===== src/rtl/tt_walker.sv =====
module tt_walker #(
  parameter bit TINY_EN = 1'b1
) (
  input  logic        clk,
  input  logic        rst_n,
  input  logic        req_valid,
  output logic        req_ready,
  input  logic [31:0] req_va,
  input  logic [31:0] table_base,
  output logic        mem_req,
  output logic [31:0] mem_addr,
  input  logic        mem_rvalid,
  input  logic [31:0] mem_rdata,
  output logic        busy,
  output logic        done,
  output logic        fault,
  output logic [31:0] pa,
  output logic [1:0]  page_type,
  output logic [1:0]  cb,
  output logic [3:0]  domain,
  output logic [7:0]  ap
);
  typedef enum logic [2:0] {S_IDLE, S_L1REQ, S_L1WAIT, S_L2REQ, S_L2WAIT, S_DONE} st_t;

  st_t         state;
  logic [31:0] va_q, addr_q, pa_q;
  logic [1:0]  ptype_q, cb_q;
  logic [3:0]  dom_q;
  logic [7:0]  ap_q;
  logic        fault_q;

  wire [31:0] d       = mem_rdata;
  wire        l1_miss = (d[1:0] == 2'd0) || (!TINY_EN && d[1:0] == 2'd3);

  assign req_ready = (state == S_IDLE);
  assign busy      = (state != S_IDLE);
  assign mem_req   = (state == S_L1REQ) || (state == S_L2REQ);
  assign mem_addr  = addr_q;
  assign done      = (state == S_DONE);
  assign fault     = fault_q;
  assign pa        = pa_q;
  assign page_type = ptype_q;
  assign cb        = cb_q;
  assign domain    = dom_q;
  assign ap        = ap_q;

  always_ff @(posedge clk) begin
    if (!rst_n) begin
      state   <= S_IDLE;
      va_q    <= '0;
      addr_q  <= '0;
      pa_q    <= '0;
      ptype_q <= '0;
      cb_q    <= '0;
      dom_q   <= '0;
      ap_q    <= '0;
      fault_q <= 1'b0;
    end else begin
      case (state)
        S_IDLE: if (req_valid) begin
          va_q   <= req_va;
          addr_q <= {table_base[31:14], req_va[31:20], 2'b00};
          state  <= S_L1REQ;
        end
        S_L1REQ: state <= S_L1WAIT;
        S_L1WAIT: if (mem_rvalid) begin
          if (l1_miss) begin
            fault_q <= 1'b1;
            pa_q    <= '0;
            ptype_q <= '0;
            cb_q    <= '0;
            dom_q   <= '0;
            ap_q    <= '0;
            state   <= S_DONE;
          end else begin
            dom_q <= d[8:5];
            case (d[1:0])
              2'd2: begin
                pa_q    <= {d[31:20], va_q[19:0]};
                ptype_q <= 2'd0;
                cb_q    <= d[3:2];
                ap_q    <= {6'b0, d[11:10]};
                state   <= S_DONE;
              end
              2'd1: begin
                addr_q <= {d[31:10], va_q[19:12], 2'b00};
                state  <= S_L2REQ;
              end
              default: begin
                addr_q <= {d[31:12], va_q[19:10], 2'b00};
                state  <= S_L2REQ;
              end
            endcase
          end
        end
        S_L2REQ: state <= S_L2WAIT;
        S_L2WAIT: if (mem_rvalid) begin
          state <= S_DONE;
          if (d[1:0] == 2'd0) begin
            fault_q <= 1'b1;
            pa_q    <= '0;
            ptype_q <= '0;
            cb_q    <= '0;
            dom_q   <= '0;
            ap_q    <= '0;
          end else begin
            ptype_q <= d[1:0];
            cb_q    <= d[3:2];
            case (d[1:0])
              2'd1: begin
                pa_q <= {d[31:16], va_q[15:0]};
                ap_q <= d[11:4];
              end
              2'd2: begin
                pa_q <= {d[31:12], va_q[11:0]};
                ap_q <= d[11:4];
              end
              default: begin
                pa_q <= {d[31:10], va_q[9:0]};
                ap_q <= {6'b0, d[5:4]};
              end
            endcase
          end
        end
        S_DONE: begin
          fault_q <= 1'b0;
          state   <= S_IDLE;
        end
        default: state <= S_IDLE;
      endcase
    end
  end

  AST_ACCEPT_ISSUES: assert property (@(posedge clk) disable iff (!rst_n)
    req_valid && req_ready |=> mem_req && busy) else $error("accept");
  AST_REQ_PULSE: assert property (@(posedge clk) disable iff (!rst_n)
    mem_req |=> !mem_req) else $error("req pulse");
  AST_DONE_PULSE: assert property (@(posedge clk) disable iff (!rst_n)
    done |=> !done && !busy) else $error("done pulse");
  AST_FAULT_WITH_DONE: assert property (@(posedge clk) disable iff (!rst_n)
    fault |-> done) else $error("fault w/o done");
  AST_NO_READ_WHEN_DONE: assert property (@(posedge clk) disable iff (!rst_n)
    done |-> !mem_req) else $error("read at done");
  AST_SECTION_OFFSET: assert property (@(posedge clk) disable iff (!rst_n)
    done && !fault && page_type == 2'd0 |-> pa[19:0] == va_q[19:0]) else $error("section pa");
  AST_SMALL_OFFSET: assert property (@(posedge clk) disable iff (!rst_n)
    done && !fault && page_type == 2'd2 |-> pa[11:0] == va_q[11:0]) else $error("small pa");
  AST_TINY_OFF_FAULT: assert property (@(posedge clk) disable iff (!rst_n)
    !TINY_EN && state == S_L1WAIT && mem_rvalid && mem_rdata[1:0] == 2'd3 |=> fault && done) else $error("tiny off");
endmodule


===== config.mk =====
export PLATFORM = sky130hd
export DESIGN_NAME = tt_walker
export DESIGN_NICKNAME = d
export VERILOG_FILES = /design/src/rtl/tt_walker.sv
export SDC_FILE = /design/constraint.sdc
export NUM_CORES = 1
export LEC_CHECK = 0
export ABC_AREA = 0
export BUFFER_PORTS_ARGS = -buffer_cell sky130_fd_sc_hd__buf_2
export CORE_ASPECT_RATIO = 1.4
export CORE_MARGIN = 5
export CORE_UTILIZATION = 30
export CTS_BUF_LIST = sky130_fd_sc_hd__clkbuf_8
export DETAILED_ROUTE_END_ITERATION = 16
export SLEW_MARGIN = 20
export SYNTH_ARGS = -nofsm -noshare
export SYNTH_HDL_FRONTEND = slang
export SYNTH_SLANG_ARGS = --single-unit
export TNS_END_PERCENT = 5

===== constraint.sdc =====
create_clock -name clk -period 2.2 [get_ports clk]
set_input_delay 0.44 -clock clk [delete_from_list [all_inputs] [get_ports clk]]
set_output_delay 0.44 -clock clk [all_outputs]
set_load 0.02 [all_outputs]

Yosys cells after proc, flatten, opt, wreduce, memory -nomap -nowiden. Index checks and enable logic that the tools add are counted. Widths: inputs -> output; s select.

Bits in read-only memories: 0. Bits in registers: 104. Memory bits (writable): 0. Memories: 0. Latch bits: 0. Bits of input ports: 100. Output and inout bits: 85. Logic and storage cells: 85.

Shifts and indexed selects: 0. Divide/modulo/power cells: 0. Multiplexer cells: 45. Add/subtract/negate cells: 0. $mul: 0. $lt $le $gt $ge: 0. Reductions and logical operators: 15. Bitwise gates (word level): 0. Eq/ne operators: 16.

Operators by type and width (count): $mux 32 (8); $pmux 32 s2 (3); $mux 8 (6); $pmux 16 s2 (1); $mux 2 (10); $mux 4 (4); $pmux 8 s2 (1); $mux 3 (5); $pmux 3 s5 (1); $ne 2x2->1 const B (6); $pmux 2 s2 (2); $pmux 4 s2 (1); $reduce_and 4->1 (2); $eq 3x2->1 const B (2); $eq 3x3->1 const B (2); $reduce_and 3->1 (2); $reduce_bool 2->1 (3); $reduce_and 5->1 (1); $ne 2x1->1 const B (2); $reduce_or 2->1 (2); $eq 3x1->1 const B (1); $logic_not 3->1 (1); $ne 3x3->1 const B (1); $reduce_bool 3->1 (1); 7 further kinds (8).

Depth between registers and ports, before layout.
Depth after elaboration: 6. Depth in mapped cells: 7. Depth with buffers taken out: 6.

Worst setup path before layout. Ideal clock, no wire load.

Path kind: in2reg. Start point: in mem_rdata[0]. End point: reg addr_q[12], in the netlist mem_addr[12]. Path slack: 0.378 ns. Required time: 2.114 ns. Cell stages on the path: 7. Setup time: 0.086 ns. Buffers on the path: 1. Arrival time: 1.736 ns. Path through: inv_1 > ha_1 > nand4bb_1 > a211oi_2 > buf_2 > nor2_1 > a211oi_1.

Longest elaborated chain between the ends: 3.

Ends and longest elaborated chain: start: declaration (RTL line 13) `input logic [31:0] mem_rdata,`; $eq 2x2->1 / $logic_not 2->1 (equally long branches) (RTL line 77, 33); $ne 2x2->1 (no source line); $reduce_and 5->1 (no source line) (*); end signal: assignment (RTL line 62) `addr_q <= {table_base[31:14], req_va[31:20], 2'b00};`; end signal: assignment (RTL line 86) `addr_q <= {d[31:10], va_q[19:12], 2'b00};`; end signal: assignment (RTL line 90) `addr_q <= {d[31:12], va_q[19:10], 2'b00};`; end: declaration (RTL line 26) `logic [31:0] va_q, addr_q, pa_q;`.

Mark *: on every way between the ends. The rest lies on a longest branch, timed or not. A chain may end at the register's enable or synchronous reset.

Final worst setup path.
Start point: reg state[0]. End point: out mem_req.

Longest elaborated chain between the ends: 2.

Ends and longest elaborated chain: start: declaration (RTL line 25) `st_t state;`; start signal: assignment (RTL line 49) `state <= S_IDLE;`; start signal: assignment (RTL line 63) `state <= S_L1REQ;`; start signal: assignment (RTL line 65) `S_L1REQ: state <= S_L1WAIT;`; $eq 3x1->1 / $eq 3x2->1 (equally long branches) (RTL line 37) `assign mem_req = (state == S_L1REQ) || (state == S_L2REQ);`; $logic_or 1x1->1 (*) (RTL line 37); end: declaration (RTL line 10) `output logic mem_req,`.

Marked as above.

==> impl_metrics.xml <==
<?xml version="1.0" encoding="UTF-8"?>
<metrics>
  <group name="cts">
    <metric name="cts_buffers" unit="">9</metric>
    <metric name="h-tree-depth" unit="">3</metric>
    <metric name="post_cts_resize_count" unit="">0</metric>
    <metric name="clk_transition_reported_paths" unit="ns">0.10</metric>
    <metric name="cts_tree" unit="">yes</metric>
    <metric name="clock_insertion_delay_worst_skew" unit="ns">0.37</metric>
    <metric name="cts_buffer_depth" unit="">2</metric>
    <metric name="post_cts_setup_buffer_count" unit="">0</metric>
    <metric name="count_of_hold_buffers_inserted_by_post_cts_repair" unit="">0</metric>
    <metric name="cts.root.buffer_cell" unit="">clkbuf_8</metric>
    <metric name="clock_sink_count" unit="">102</metric>
  </group>
  <group name="logic_synthesis">
    <metric name="share_of_yosys_cell_area_claimed_by_the_top_area_cell_type" unit="">0.441</metric>
    <metric name="synth_cells" unit="">533</metric>
    <metric name="synth-main-ff-cell" unit="">dfxtp_1</metric>
    <metric name="synth.lib_cells_used.distinct" unit="">45</metric>
    <metric name="top_cells_by_area_in_the_synthesized_netlist" unit="">dfxtp_1, a21oi_1, mux2i_1</metric>
    <metric name="yosys_register_bits" unit="">102</metric>
    <metric name="synthesis.area" unit="sq um">4630</metric>
    <metric name="yosysWarningCount" unit="">0</metric>
    <metric name="synth-seq-area-share" unit="">0.441</metric>
    <metric name="share_of_synthesized_flip_flops_with_an_asynchronous_set_or_reset" unit="">0</metric>
    <metric name="most_frequent_cell_after_synthesis" unit="">dfxtp_1</metric>
    <metric name="synth_enable_flop_cells" unit="">0</metric>
    <metric name="netlist_top_cells_count" unit="">dfxtp_1, a21oi_1, nand2_1</metric>
    <metric name="yosys.area.top_type" unit="">dfxtp_1</metric>
    <metric name="avgSynthCellArea" unit="sq um">8.69</metric>
  </group>
  <group name="final_layout">
    <metric name="num-nets-final" unit="">791</metric>
    <metric name="post_route_cells_drive_above_1_share" unit="">0.316</metric>
    <metric name="instances_no_fill" unit="">883</metric>
    <metric name="areaGrowthSynthToFinish" unit="%">27.5</metric>
  </group>
  <group name="place">
    <metric name="number_of_buffer_cells_added_on_primary_ports" unit="">168</metric>
    <metric name="routabilityCongestion" unit="">0.799</metric>
    <metric name="detailedPlacementHpwl" unit="mm">11.5</metric>
    <metric name="numPlacedInstances" unit="">866</metric>
  </group>
  <group name="power">
    <metric name="static-leakage-power" unit="nW">2.44</metric>
    <metric name="internal_power" unit="mW">2.86</metric>
    <metric name="clock_power_share" unit="">0.291</metric>
    <metric name="share_seq_of_total_power" unit="">0.484</metric>
    <metric name="p_sw" unit="mW">1.35</metric>
    <metric name="power_frac_comb" unit="">0.225</metric>
    <metric name="peakVddDrop" unit="mV">0.350</metric>
    <metric name="power_switching_share" unit="">0.321</metric>
    <metric name="powerDensity" unit="nW/um^2">714</metric>
  </group>
  <group name="global_route">
    <metric name="grt_start_max_net_pins" unit="">96</metric>
    <metric name="gr_usage_total" unit="">0.165</metric>
    <metric name="grt_pass1_vias" unit="">4523</metric>
    <metric name="global_route.peak_usage_layer" unit="">met2</metric>
    <metric name="first_pass_grt_wire_length" unit="mm">23.6</metric>
    <metric name="gr-usage-met1" unit="">0.187</metric>
    <metric name="grt-ovfl-total" unit="">0</metric>
    <metric name="antenna_violations_before_repair" unit="">2</metric>
    <metric name="met3_usage_grt" unit="">0.0388</metric>
    <metric name="grtUsageMet2" unit="">0.291</metric>
  </group>
  <group name="floorplan">
    <metric name="floorplan.die.width" unit="um">115</metric>
    <metric name="die_height" unit="um">157</metric>
    <metric name="io_pins" unit="">185</metric>
    <metric name="row_count" unit="">53</metric>
    <metric name="start_util" unit="">0.306</metric>
    <metric name="die-area" unit="sq um">18100</metric>
    <metric name="coreArea" unit="sq um">15100</metric>
  </group>
  <group name="timing">
    <metric name="clock_period_minus_worst_slack" unit="ns">1.96</metric>
    <metric name="fin_setup_tns" unit="ns">0</metric>
    <metric name="finalClockSkew" unit="ns">0.0109</metric>
    <metric name="final_min_period_over_clock_period" unit="">0.891</metric>
    <metric name="final_hold_viol_count" unit="">0</metric>
    <metric name="rsz0062_at_grt" unit="">false</metric>
    <metric name="number_of_max_slew_violations_in_the_final_report" unit="">0</metric>
    <metric name="max_freq" unit="GHz">0.510</metric>
    <metric name="setup_viol" unit="">0</metric>
  </group>
  <group name="route">
    <metric name="vias_per_cell" unit="">5.12</metric>
    <metric name="drt-initial-drc-count" unit="">257</metric>
    <metric name="drt_drc_violations_left" unit="">0</metric>
    <metric name="wirelength" unit="mm">15.3</metric>
    <metric name="vias" unit="">4524</metric>
    <metric name="drt-wirelength-per-cell" unit="um">17.3</metric>
    <metric name="first_pass_iters" unit="">4</metric>
    <metric name="final_antenna_net_count" unit="">0</metric>
  </group>
  <group name="run">
    <metric name="cap_viol_max_count" unit="">0</metric>
  </group>
  <group name="setup_path">
    <metric name="critPathMaxStageDelay" unit="ns">0.59</metric>
    <metric name="r2r_setup_slack" unit="ns">0.52</metric>
    <metric name="worst_setup_path_end_kind" unit="">output port</metric>
    <metric name="worstPathArrival" unit="ns">1.52</metric>
    <metric name="worst-setup-path-type" unit="">flip-flop to output port</metric>
    <metric name="timing.critical_path.fanout_max" unit="">9</metric>
    <metric name="critical-path-slowest-cell" unit="">dfxtp_1</metric>
    <metric name="crit_chain" unit="">buf_4 -&gt; nor2b_1 -&gt; buf_2</metric>
    <metric name="cp_data_required_time" unit="ns">1.76</metric>
    <metric name="setup.worst_path.start_class" unit="">flip-flop</metric>
  </group>
  <group name="hold_path">
    <metric name="hold_class" unit="">input pin to flip-flop</metric>
  </group>
  <group name="status">
    <metric name="outcome" unit="">completed</metric>
  </group>
</metrics>
-- layout make-up --
cell class | instances | area (sq um)
Antenna cell | 1 | 2.50
Multi-Input combinational cell | 372 | 2320
Tap cell | 192 | 240
Sequential cell | 102 | 2040
Clock inverter | 7 | 78.8
Clock buffer | 9 | 124
Timing Repair Buffer | 193 | 1070
Inverter | 7 | 26.3
Fill cell | 1565 | 9220
-- registers in the layout (all words and copies together), names as in the netlist --
register and flops:
page_type 2, domain 4, state 3, fault 1, va_q 20, mem_addr 30
pa 32, cb 2, ap 8
-- path summary, 6_finish.rpt --
kind	start	to	cells past startpoint
worst max-delay path	state[0]	mem_req	3
worst min-delay path	req_va[0]	va_q[0]	3
worst max register to register	state[2]	ap[1]	4
worst min register to register	va_q[0]	va_q[0]	2
-- power groups by stage --
stage,Sequential [mW],Clock (mW),Combinational [mW]
floorplan,2.17,0,0.507
global placement,2.08,0,0.935
detailed placement,2.08,0,0.953
CTS,2.04,1.29,0.955
global route,2.06,1.35,1.04
finish,2.04,1.23,0.948
-- metrics by stage --
step                       util  cell area (sq um)  worst slack [ns]  power [mW]  hold slack (ns)
after global routing      0.390               5900            0.0962        4.45            0.279
after detailed placement  0.377               5700            0.0212        3.04            0.450
after CTS                 0.390               5900             0.198        4.28            0.272
final                     0.390               5900             0.239        4.21            0.295
after global placement    0.377               5700             0.123        3.01            0.443
after floorplan               -               4630             0.378        2.67            0.436
-- cells by family (layout without fill, tap and decap cells) --
logic type	count (synthesis)	count (layout)	share of synthesized area
AOI/OAI and AO/OA	172	172	0.227
and+or+nand+nor	158	158	0.180
other	1	3	0.000810
muxes	34	34	0.0735
adders and majority gates	6	6	0.0162
DFF	102	102	0.441
buffers and inverters	60	216	0.0614
-- metal layers --
layer | part of all wire | vias to the layer above
met3 | 0.067 | 35
met4 | 0.033 | 2
met1 | 0.39 | 2136
met5 | 0.00046 | -
li1 | - | 2217
met2 | 0.51 | 134
-- placed cells by master (no fill, tap or decap), types with 4 or more instances in the layout --
cell       netlist  layout
a211oi_1        26      26
a21oi_1         73      73
a22oi_1          6       6
a32o_1           4       4
buf_2           20     168
buf_4            4      22
clkbuf_8         0       9
dfxtp_1        102     102
ha_1             6       6
inv_1            6       6
mux2i_1         34      34
nand2_1         69      69
nand2b_1         4       4
nand4_1          5       5
nand4b_1        26      26
nor2_1          30      30
nor2b_1         10       9
o211ai_1        12      12
o21ai_0         33      33
o2bb2ai_1        6       6
-- worst max-delay path: cells and delay by family (launching register included) --
family	cells	cell delay, ns
flops	1	0.59
buf+inv	2	0.41
simple gates	1	0.15
No activity file was read; power rests on OpenSTA's default activity.
